==> config.mk <==
export PLATFORM = sky130hd
export DESIGN_NAME = trace_nibble_fifo
export DESIGN_NICKNAME = d
export VERILOG_FILES = /design/src/rtl/trc_pkg.sv /design/src/rtl/trc_buffer.sv /design/src/rtl/trc_serializer.sv /design/src/rtl/trace_nibble_fifo.sv
export SDC_FILE = /design/constraint.sdc
export NUM_CORES = 1
export LEC_CHECK = 0
export ABC_AREA = 1
export ABC_CLOCK_PERIOD_IN_PS = 2800
export CAP_MARGIN = 20
export CORE_MARGIN = 3
export CORE_UTILIZATION = 30
export DETAILED_ROUTE_END_ITERATION = 8
export GPL_TIMING_DRIVEN = 0
export PLACE_DENSITY = 0.63
export SETUP_SLACK_MARGIN = 0.05
export SYNTH_ARGS = -nofsm -noshare
export SYNTH_HDL_FRONTEND = slang
export SYNTH_SLANG_ARGS = --single-unit
==> constraint.sdc <==
create_clock -name clk -period 2.8 [get_ports clk]
set_input_delay 0.28 -clock clk [delete_from_list [all_inputs] [get_ports clk]]
set_output_delay 0.28 -clock clk [all_outputs]
set_load 0.01 [all_outputs]
==> src/rtl/trc_pkg.sv <==
package trc_pkg;

  typedef enum logic [1:0] {
    SZ_BYTE = 2'b00,
    SZ_HALF = 2'b01,
    SZ_LONG = 2'b10,
    SZ_LNG2 = 2'b11
  } trc_size_e;

  // Number of payload bits carried by a word of the given size tag.
  function automatic int unsigned size_bits(input logic [1:0] tag);
    case (tag)
      2'b00:   return 8;
      2'b01:   return 16;
      default: return 32;
    endcase
  endfunction

  // Index of the final nibble for a tag, given the nibble width.
  function automatic int unsigned last_nibble(input logic [1:0] tag,
                                              input int unsigned nib_w);
    return (size_bits(tag) / nib_w) - 1;
  endfunction

  // Next value of a wrapping pointer over a ring of the given depth.
  function automatic int unsigned ring_next(input int unsigned ptr,
                                            input int unsigned depth);
    return (ptr == depth - 1) ? 0 : ptr + 1;
  endfunction

endpackage

==> src/rtl/trc_buffer.sv <==
module trc_buffer #(
  parameter int unsigned WORD_W = 32,
  parameter int unsigned DEPTH  = 2,
  localparam int unsigned PTR_W = (DEPTH > 1) ? $clog2(DEPTH) : 1,
  localparam int unsigned CNT_W = $clog2(DEPTH + 1)
) (
  input  logic              clk,
  input  logic              rst,
  input  logic              push,
  input  logic              pop,
  input  logic [WORD_W-1:0] wr_word,
  input  logic [1:0]        wr_size,
  output logic [WORD_W-1:0] head_word,
  output logic [1:0]        head_size,
  output logic              head_valid,
  output logic              full,
  output logic [CNT_W-1:0]  occ
);
  import trc_pkg::*;

  localparam logic [CNT_W-1:0] OCC_FULL = CNT_W'(DEPTH);

  logic [WORD_W-1:0] word_q [DEPTH];
  logic [1:0]        size_q [DEPTH];
  logic [PTR_W-1:0]  wr_ptr, rd_ptr;

  genvar g;
  generate
    for (g = 0; g < DEPTH; g++) begin : g_entry
      always_ff @(posedge clk) begin
        if (push && (wr_ptr == PTR_W'(g))) begin
          word_q[g] <= wr_word;
          size_q[g] <= wr_size;
        end
      end
    end
  endgenerate

  always_ff @(posedge clk) begin
    if (rst) begin
      wr_ptr <= '0;
      rd_ptr <= '0;
      occ    <= '0;
    end else begin
      if (push) wr_ptr <= PTR_W'(ring_next(32'(wr_ptr), DEPTH));
      if (pop)  rd_ptr <= PTR_W'(ring_next(32'(rd_ptr), DEPTH));
      case ({push, pop})
        2'b10:   occ <= occ + CNT_W'(1);
        2'b01:   occ <= occ - CNT_W'(1);
        default: occ <= occ;
      endcase
    end
  end

  assign head_word  = word_q[rd_ptr];
  assign head_size  = size_q[rd_ptr];
  assign head_valid = (occ != '0);
  assign full       = (occ == OCC_FULL);

endmodule

==> src/rtl/trc_serializer.sv <==
module trc_serializer #(
  parameter int unsigned WORD_W = 32,
  parameter int unsigned NIB_W  = 4,
  localparam int unsigned NIBS  = WORD_W / NIB_W,
  localparam int unsigned IDX_W = (NIBS > 1) ? $clog2(NIBS) : 1
) (
  input  logic              clk,
  input  logic              rst,
  input  logic              head_valid,
  input  logic [WORD_W-1:0] head_word,
  input  logic [1:0]        head_size,
  output logic              last_nib,
  output logic [NIB_W-1:0]  nib_out,
  output logic              nib_vld
);
  import trc_pkg::*;

  logic [IDX_W-1:0] idx_q;
  logic [IDX_W-1:0] idx_last;
  logic [NIB_W-1:0] nib_arr [NIBS];

  genvar g;
  generate
    for (g = 0; g < NIBS; g++) begin : g_slice
      assign nib_arr[g] = head_word[g*NIB_W +: NIB_W];
    end
  endgenerate

  assign idx_last = IDX_W'(last_nibble(head_size, NIB_W));
  assign last_nib = head_valid && (idx_q == idx_last);

  always_ff @(posedge clk) begin
    if (rst) begin
      idx_q <= '0;
    end else if (head_valid) begin
      idx_q <= last_nib ? '0 : idx_q + IDX_W'(1);
    end
  end

  assign nib_vld = head_valid;
  assign nib_out = head_valid ? nib_arr[idx_q] : '0;

endmodule

==> src/rtl/trace_nibble_fifo.sv <==
module trace_nibble_fifo #(
  parameter int unsigned WORD_W = 32,
  parameter int unsigned NIB_W  = 4,
  parameter int unsigned DEPTH  = 2,
  localparam int unsigned CNT_W = $clog2(DEPTH + 1)
) (
  input  logic              clk,
  input  logic              rst,
  input  logic              cap_valid,
  input  logic [WORD_W-1:0] cap_word,
  input  logic [1:0]        cap_size,
  output logic [NIB_W-1:0]  ddata,
  output logic              ddata_vld,
  output logic              stall
);

  logic [WORD_W-1:0] head_word;
  logic [1:0]        head_size;
  logic              head_valid;
  logic              buf_full;
  logic [CNT_W-1:0]  occ;
  logic              last_nib;

  // Named events for the checker.
  logic push_evt;
  logic pop_evt;

  assign pop_evt  = last_nib;
  assign stall    = buf_full && !pop_evt;
  assign push_evt = cap_valid && !stall;

  trc_buffer #(
    .WORD_W (WORD_W),
    .DEPTH  (DEPTH)
  ) u_buf (
    .clk        (clk),
    .rst        (rst),
    .push       (push_evt),
    .pop        (pop_evt),
    .wr_word    (cap_word),
    .wr_size    (cap_size),
    .head_word  (head_word),
    .head_size  (head_size),
    .head_valid (head_valid),
    .full       (buf_full),
    .occ        (occ)
  );

  trc_serializer #(
    .WORD_W (WORD_W),
    .NIB_W  (NIB_W)
  ) u_ser (
    .clk        (clk),
    .rst        (rst),
    .head_valid (head_valid),
    .head_word  (head_word),
    .head_size  (head_size),
    .last_nib   (last_nib),
    .nib_out    (ddata),
    .nib_vld    (ddata_vld)
  );

endmodule

==> results of run 1 <==
## cell type report
cell class              instances  area [µm²]
clock inverters                 2        33.8
multi-input cells             155         805
inverters                      15        61.3
plain buffers                  12        80.1
fillers                       952        6000
flip-flops and latches         76        2200
well taps                     133         166
repair buffers                 43         440
clock buffers                  14         163
## logic make-up after synthesis
| logic type | synth area share |
|---|---|
| compound gates | 0.114 |
| flops | 0.705 |
| fa+ha+maj | 0.00801 |
| xor+xnor | 0.00280 |
| buf+inv | 0.0436 |
| simple gates | 0.127 |
## sequential cells by signal (all words and copies together) (netlist names), named ones only
name          flops
u_buf.word_q     64
u_buf.size_q      4
u_ser.idx_q       3
u_buf.occ         2
u_buf.rd_ptr      1
u_buf.wr_ptr      1
## metal layers
metal | global-route usage | routed length (µm)
met2 | 0.213 | 3440
met3 | 0.0358 | 288
met1 | 0.161 | 3230
met5 | 0 | 0
met4 | 0.0406 | 64
## power by group
part	internal (mW)	total [mW]	switching, mW
Combinational	0.189	0.459	0.270
Sequential	1.33	1.36	0.0301
Clock	0.459	0.832	0.372
## critical path, stage by stage (launching register included)
cell and delay (ps):
sky130_fd_sc_hd__dfxtp_1 350, sky130_fd_sc_hd__buf_4 180, sky130_fd_sc_hd__clkbuf_4 230, sky130_fd_sc_hd__o21ai_0 100, sky130_fd_sc_hd__o211ai_1 180, sky130_fd_sc_hd__nand3_1 150
sky130_fd_sc_hd__a21oi_2 210, sky130_fd_sc_hd__clkdlybuf4s50_1 560
## path summary, 6_finish.rpt
path | from | to | slack [ps] | depth (start not counted)
setup / recovery | u_ser.idx_q[0] | ddata[2] | 220 | 7
hold / removal | u_buf.rd_ptr | flip-flop | 490 | 2
setup reg to reg | u_ser.idx_q[1] | u_buf.word_q[1][5] | 580 | 7
hold reg to reg | u_buf.rd_ptr | flip-flop | 490 | 2
## synth_stat cells
master                     count
sky130_fd_sc_hd__nand2_2       3
sky130_fd_sc_hd__a21oi_1      11
sky130_fd_sc_hd__nand2_4       2
sky130_fd_sc_hd__clkbuf_2      1
sky130_fd_sc_hd__xor2_1        1
sky130_fd_sc_hd__nand3_1      11
sky130_fd_sc_hd__inv_1        12
sky130_fd_sc_hd__edfxtp_1     68
sky130_fd_sc_hd__inv_2         1
sky130_fd_sc_hd__o211ai_1     16
sky130_fd_sc_hd__buf_4         2
sky130_fd_sc_hd__o21ai_1       5
sky130_fd_sc_hd__clkinv_1      1
sky130_fd_sc_hd__nor2_1       54
sky130_fd_sc_hd__nor3_1        2
sky130_fd_sc_hd__buf_2         5
sky130_fd_sc_hd__inv_6         1
sky130_fd_sc_hd__ha_1          2
sky130_fd_sc_hd__nor2_2        1
sky130_fd_sc_hd__buf_6         2
sky130_fd_sc_hd__nor2_4        2
sky130_fd_sc_hd__nand2_1      13
sky130_fd_sc_hd__dfxtp_1       8
sky130_fd_sc_hd__clkbuf_1      2
sky130_fd_sc_hd__o21ai_0      31
sky130_fd_sc_hd__nand3_2       1
## layout by cell type (no fill, tap or decap)
master / instances
sky130_fd_sc_hd__a21oi_1: 8
sky130_fd_sc_hd__nand3_2: 1
sky130_fd_sc_hd__ha_1: 2
sky130_fd_sc_hd__inv_2: 2
sky130_fd_sc_hd__o21ai_1: 5
sky130_fd_sc_hd__buf_2: 4
sky130_fd_sc_hd__inv_6: 1
sky130_fd_sc_hd__nand2_1: 13
sky130_fd_sc_hd__nand2_4: 2
sky130_fd_sc_hd__edfxtp_1: 68
sky130_fd_sc_hd__inv_1: 11
sky130_fd_sc_hd__nor3_1: 2
sky130_fd_sc_hd__xor2_1: 1
sky130_fd_sc_hd__dfxtp_1: 8
sky130_fd_sc_hd__a21oi_2: 3
sky130_fd_sc_hd__clkinv_1: 2
sky130_fd_sc_hd__clkbuf_1: 5
sky130_fd_sc_hd__nand2_2: 3
sky130_fd_sc_hd__buf_6: 2
sky130_fd_sc_hd__o211ai_1: 16
sky130_fd_sc_hd__bufinv_16: 1
sky130_fd_sc_hd__nand3_1: 11
sky130_fd_sc_hd__nor2_1: 53
sky130_fd_sc_hd__buf_4: 2
sky130_fd_sc_hd__nor2_2: 1
sky130_fd_sc_hd__buf_12: 1
sky130_fd_sc_hd__clkdlybuf4s50_1: 42
sky130_fd_sc_hd__o21ai_0: 31
sky130_fd_sc_hd__clkbuf_8: 11
sky130_fd_sc_hd__clkbuf_4: 2
sky130_fd_sc_hd__nor2_4: 3
==> results.md, run 1 <==
* Crit path capture type: output pin
* Peak supply drop at 0.267 mV
* Clock latency reported for the late side of the worst-skew pair at 340 ps
* Remaining design rule violation count at 0
* Result of the run: completed
* Transition time of the tightest slew-check pin at 786 ps
* Setup violations, final at 0
* Hold-fix buffers at CTS at 0
* Synth top area cells: sky130_fd_sc_hd__edfxtp_1 (65%), sky130_fd_sc_hd__nor2_1 (6.5%), sky130_fd_sc_hd__dfxtp_1 (5.1%)
* Total iterations of the first detailed-routing run at 4
* Antenna Nets Post-Route at 0
* Setup repair after global routing missed its margin: no
* Num CTS Buffers at 9
* Die span in x at 108 µm
* Unique cell type count in the Yosys netlist at 26
* Worst setup slack before clock tree synthesis at 503 ps
* Number of core rows at 36
* Layout cells sized above 1 at 0.123
* # Max-Cap Violations at 0
* Clock Root Buffer: sky130_fd_sc_hd__clkbuf_8
* Filler-free cell count of the finished design at 450
* Area inside the core boundary at 0.00995 mm²
* Cell type with the largest total area after synthesis: sky130_fd_sc_hd__edfxtp_1
* Arrival time of data at the critical path endpoint at 2300 ps
* Routed wire length at 7.02 mm
* Vert. Die Dim at 108 µm
* Count of input and output buffers at 42
* Number of nets in the layout at 351
* Maximum fanout along the worst path at 10
* Final period demand of the worst path at 2580 ps
* Startpoint types: flip-flop
* Average wire per standard cell at 15.6 µm
* Setup TNS at 0 ps
* Area growth syn-to-layout at 26.5%
* Final count of pins violating max slew at 0
* F_max at 388 MHz
* Max_slew headroom at 0.475
* Post-layout instance area at 0.00395 mm²
* Synth top area share at 0.654
* Cell count after synthesis at 258
* HPWL after detailed placement at 4.77 mm
* Worst min path class: reg2reg
* Clock input transition at the sequential cells of the worst setup and hold paths at 70 ps
* Worst hold slack at 487 ps
* Weighted congestion reported at the end of routability-driven placement at 0.748
* Clock tree from TritonCTS: built
* Number of buffers between clock root and the deepest sink at 2
* Placed insts at 434
* Number of antenna violations at the first check in global routing at 0
* Post-synthesis instance area at 0.00312 mm²
* Final Hold Vio Count at 0
* Initial standard-cell utilization of the core at 0.314
* Net count of the mapped netlist at 297
* I/O pin count at 43
* Final core area utilization at 0.397
* Synth Warn # at 0
* Global-route wire length before repair at 11.2 mm
* Maximum number of pins on one net before global-route repair at 35
* Synthesized area per cell at 12.1 µm²
* Portion of the post-synthesis area used by sequential elements at 0.705
* Post-placement cell area at 0.00374 mm²
* Number of flip-flops and latches in the synthesized netlist at 76
* Sum of internal, switching and leakage power at 2.65 mW
* Critical setup path kind: reg2out
* Endpoint required time on the critical path at 2520 ps
* ANT cells at 0
* Number of violations reported at the end of detailed-routing iteration 0 at 139
* Post-route clock skew at 5.76 ps
* Total power per unit cell area at 671 mW/mm²
* Number of H-tree levels at 3
* Routed vias at 2079
* Post-cts repair resize count at 0
* Post-CTS Setup Repair Bufs at 0
* Floorplan die area at 0.0117 mm²
* Final Worst Setup Slack at 223 ps
* Clock net sink count at 76
* Tot GR Track Use at 0.128
* Vias per std cell at 4.62
* Number of global-route vias before repair at 2166
* Total global routing overflow at 0
* Final period util at 0.920
* Standby leakage power at 1.38 nW
No activity file was read; power rests on OpenSTA's default activity.
==> run 2: changes to the inputs <==
ABC_CLOCK_PERIOD_IN_PS = unset   (was 2800)
PLACE_DENSITY = 0.61   (was 0.63)
clock period = 2.75 ns   (was 2.8 ns; I/O delays follow)
==> results.md, run 2 (synthesis results as in run 1) <==
* Final count of pins violating max slew at 0
* Critical-path top delay cell: sky130_fd_sc_hd__clkdlybuf4s50_1
* Vert. Die Dim at 108 µm
* Number of violations reported at the end of detailed-routing iteration 0 at 126
* Weighted congestion reported at the end of routability-driven placement at 0.750
* Sum of internal, switching and leakage power at 2.54 mW
* Transition time of the tightest slew-check pin at 772 ps
* Initial standard-cell utilization of the core at 0.314
* End point of the worst hold path: u_buf.rd_ptr
* Number of instances on the worst hold path at 2
* Number of buffers between clock root and the deepest sink at 2
* Antenna Nets Post-Route at 0
* Flop-to-flop setup slack at 510 ps
* HPWL after detailed placement at 4.58 mm
* Number of nets in the layout at 351
* Count of input and output buffers at 42
* Number of core rows at 36
* Total iterations of the first detailed-routing run at 4
* Max_slew headroom at 0.484
* Highest-count cells in the layout ignoring fill and taps: sky130_fd_sc_hd__edfxtp_1 (68), sky130_fd_sc_hd__nor2_1 (53), sky130_fd_sc_hd__clkdlybuf4s50_1 (41), sky130_fd_sc_hd__o21ai_0 (31), sky130_fd_sc_hd__o211ai_1 (16)
* Post-route clock skew at 7.06 ps
* Crit Reg-Reg Endpoint: u_buf.word_q[1][2]
* Final core area utilization at 0.392
* Clock latency reported for the late side of the worst-skew pair at 350 ps
* Global-route wire length before repair at 11.0 mm
* Top Registers: u_buf.word_q: 64 flops, u_buf.size_q: 4 flops, u_ser.idx_q: 3 flops
* Remaining design rule violation count at 0
* Final Hold Vio Count at 0
* Number of antenna violations at the first check in global routing at 0
* Max reg flops at 64
* Post-CTS Setup Repair Bufs at 0
* Worst R2R Path Depth at 7
* Area inside the core boundary at 0.00995 mm²
* Final period util at 0.940
* Clock tree from TritonCTS: built
* Worst min-delay path startpoint: u_buf.rd_ptr
* Num CTS Buffers at 9
* CP Cell Sequence: buf_6, inv_6, buf_2, nor2_1, o211ai_1, nand3_1, a21oi_1, clkdlybuf4s50_1
* Placed insts at 434
* Setup TNS at 0 ps
* Tot GR Track Use at 0.127
* Routed vias at 2060
* Maximum number of pins on one net before global-route repair at 35
* Worst path max stage delay at 570 ps
* Standby leakage power at 1.38 nW
* Result of the run: completed
* Total global routing overflow at 0
* Worst hold slack at 487 ps
* Startpoint types: flip-flop
* Clock input transition at the sequential cells of the worst setup and hold paths at 70 ps
* Worst min path class: reg2reg
* Startpoint of the lowest-slack register-to-register path: u_ser.idx_q[1]
* I/O pin count at 43
* Endpoint required time on the critical path at 2480 ps
* Arrival time of data at the critical path endpoint at 2310 ps
* Setup violations, final at 0
* Number of global-route vias before repair at 2095
* # Max-Cap Violations at 0
* ANT cells at 0
* Most common cell after layout, fill and taps aside: sky130_fd_sc_hd__edfxtp_1
* Critical setup path kind: reg2out
* Layout cells sized above 1 at 0.121
* Routed wire length at 6.80 mm
* Vias per std cell at 4.60
* Clock Root Buffer: sky130_fd_sc_hd__clkbuf_8
* Most flops, register: u_buf.word_q
* Final period demand of the worst path at 2590 ps
* Filler-free cell count of the finished design at 448
* Number of H-tree levels at 3
* Die span in x at 108 µm
* Total power per unit cell area at 650 mW/mm²
* Average wire per standard cell at 15.2 µm
* Fill cell total of the finished layout at 966
* Crit path capture type: output pin
* Area growth syn-to-layout at 24.9%
* F_max at 387 MHz
* Maximum fanout along the worst path at 10
* Peak supply drop at 0.277 mV
* Setup repair after global routing missed its margin: no
* Floorplan die area at 0.0117 mm²
* Clock net sink count at 76
-- run 2: cell types whose count changed in the layout (fill, tap and decap cells not counted) --
cell,change
sky130_fd_sc_hd__clkbuf_4,-2
sky130_fd_sc_hd__buf_4,+1
sky130_fd_sc_hd__clkinv_2,+3
sky130_fd_sc_hd__dlymetal6s2s_1,+1
sky130_fd_sc_hd__buf_6,+1
sky130_fd_sc_hd__bufinv_16,-1
sky130_fd_sc_hd__clkbuf_1,-2
sky130_fd_sc_hd__a21oi_1,+1
sky130_fd_sc_hd__clkbuf_8,-2
sky130_fd_sc_hd__a21oi_2,-1
sky130_fd_sc_hd__clkdlybuf4s50_1,-1
-- run 2: through the flow --
step                      worst slack [ps]  cell area [µm²]
after floorplan                        440             3130
after global placement                -370             3710
after detailed placement               444             3740
after CTS                             51.7             3880
after global routing                  52.7             3900
final                                  164             3900
-- run 2: cell type report --
type,count,area [µm²],area share
sequential,76,2200,0.564
clock inverter,4,18.8,0.00481
tap,133,166,0.0426
buffer,12,83.8,0.0215
timing repair buffer,43,443,0.113
clock buffer,10,128,0.0327
multi-input combinational,155,801,0.205
inverter,15,61.3,0.0157
-- run 2: routing by layer --
layer	track usage	wire length, µm
met1	0.159	3010
met2	0.209	3350
met3	0.0358	338
met4	0.0460	107
met5	0	0
-- run 2: power breakdown --
| part | leakage [nW] | switching (mW) | internal [mW] | total [mW] |
|---|---|---|---|---|
| Clock | 0.0792 | 0.383 | 0.310 | 0.693 |
| Sequential | 0.702 | 0.0286 | 1.35 | 1.38 |
| Combinational | 0.598 | 0.271 | 0.192 | 0.463 |
-- run 2: how the worst max path moves through the flow --
| stage | cells past startpoint | slack [ps] | startpoint | to |
|---|---|---|---|---|
| 2_1_floorplan | 9 | 440 | u_ser.idx_q[0] | u_buf.size_q[0][0] |
| 3_3_place_gp | 7 | -370 | u_ser.idx_q[1] | u_buf.word_q[0][13] |
| 3_5_place_dp | 7 | 440 | u_ser.idx_q[0] | ddata[2] |
| 4_1_cts | 7 | 50 | u_ser.idx_q[0] | ddata[2] |
| 5_1_grt | 9 | 50 | flip-flop | ddata[3] |
| 6_report | 8 | 160 | flip-flop | ddata[3] |
-- run 2: critical path, delay by kind of cell (launching register included) --
| kind | cells | cell delay (ps) |
|---|---|---|
| buffers and inverters | 4 | 1010 |
| DFF | 1 | 310 |
| and+or+nand+nor | 2 | 170 |
| AOI/OAI and AO/OA | 2 | 470 |
-- run 2: timing repair --
item	CTS	global route
endpoints found under the setup margin	0	4
endpoints found under the hold margin	0	0
hold buffers	0	0
resized for setup	0	9
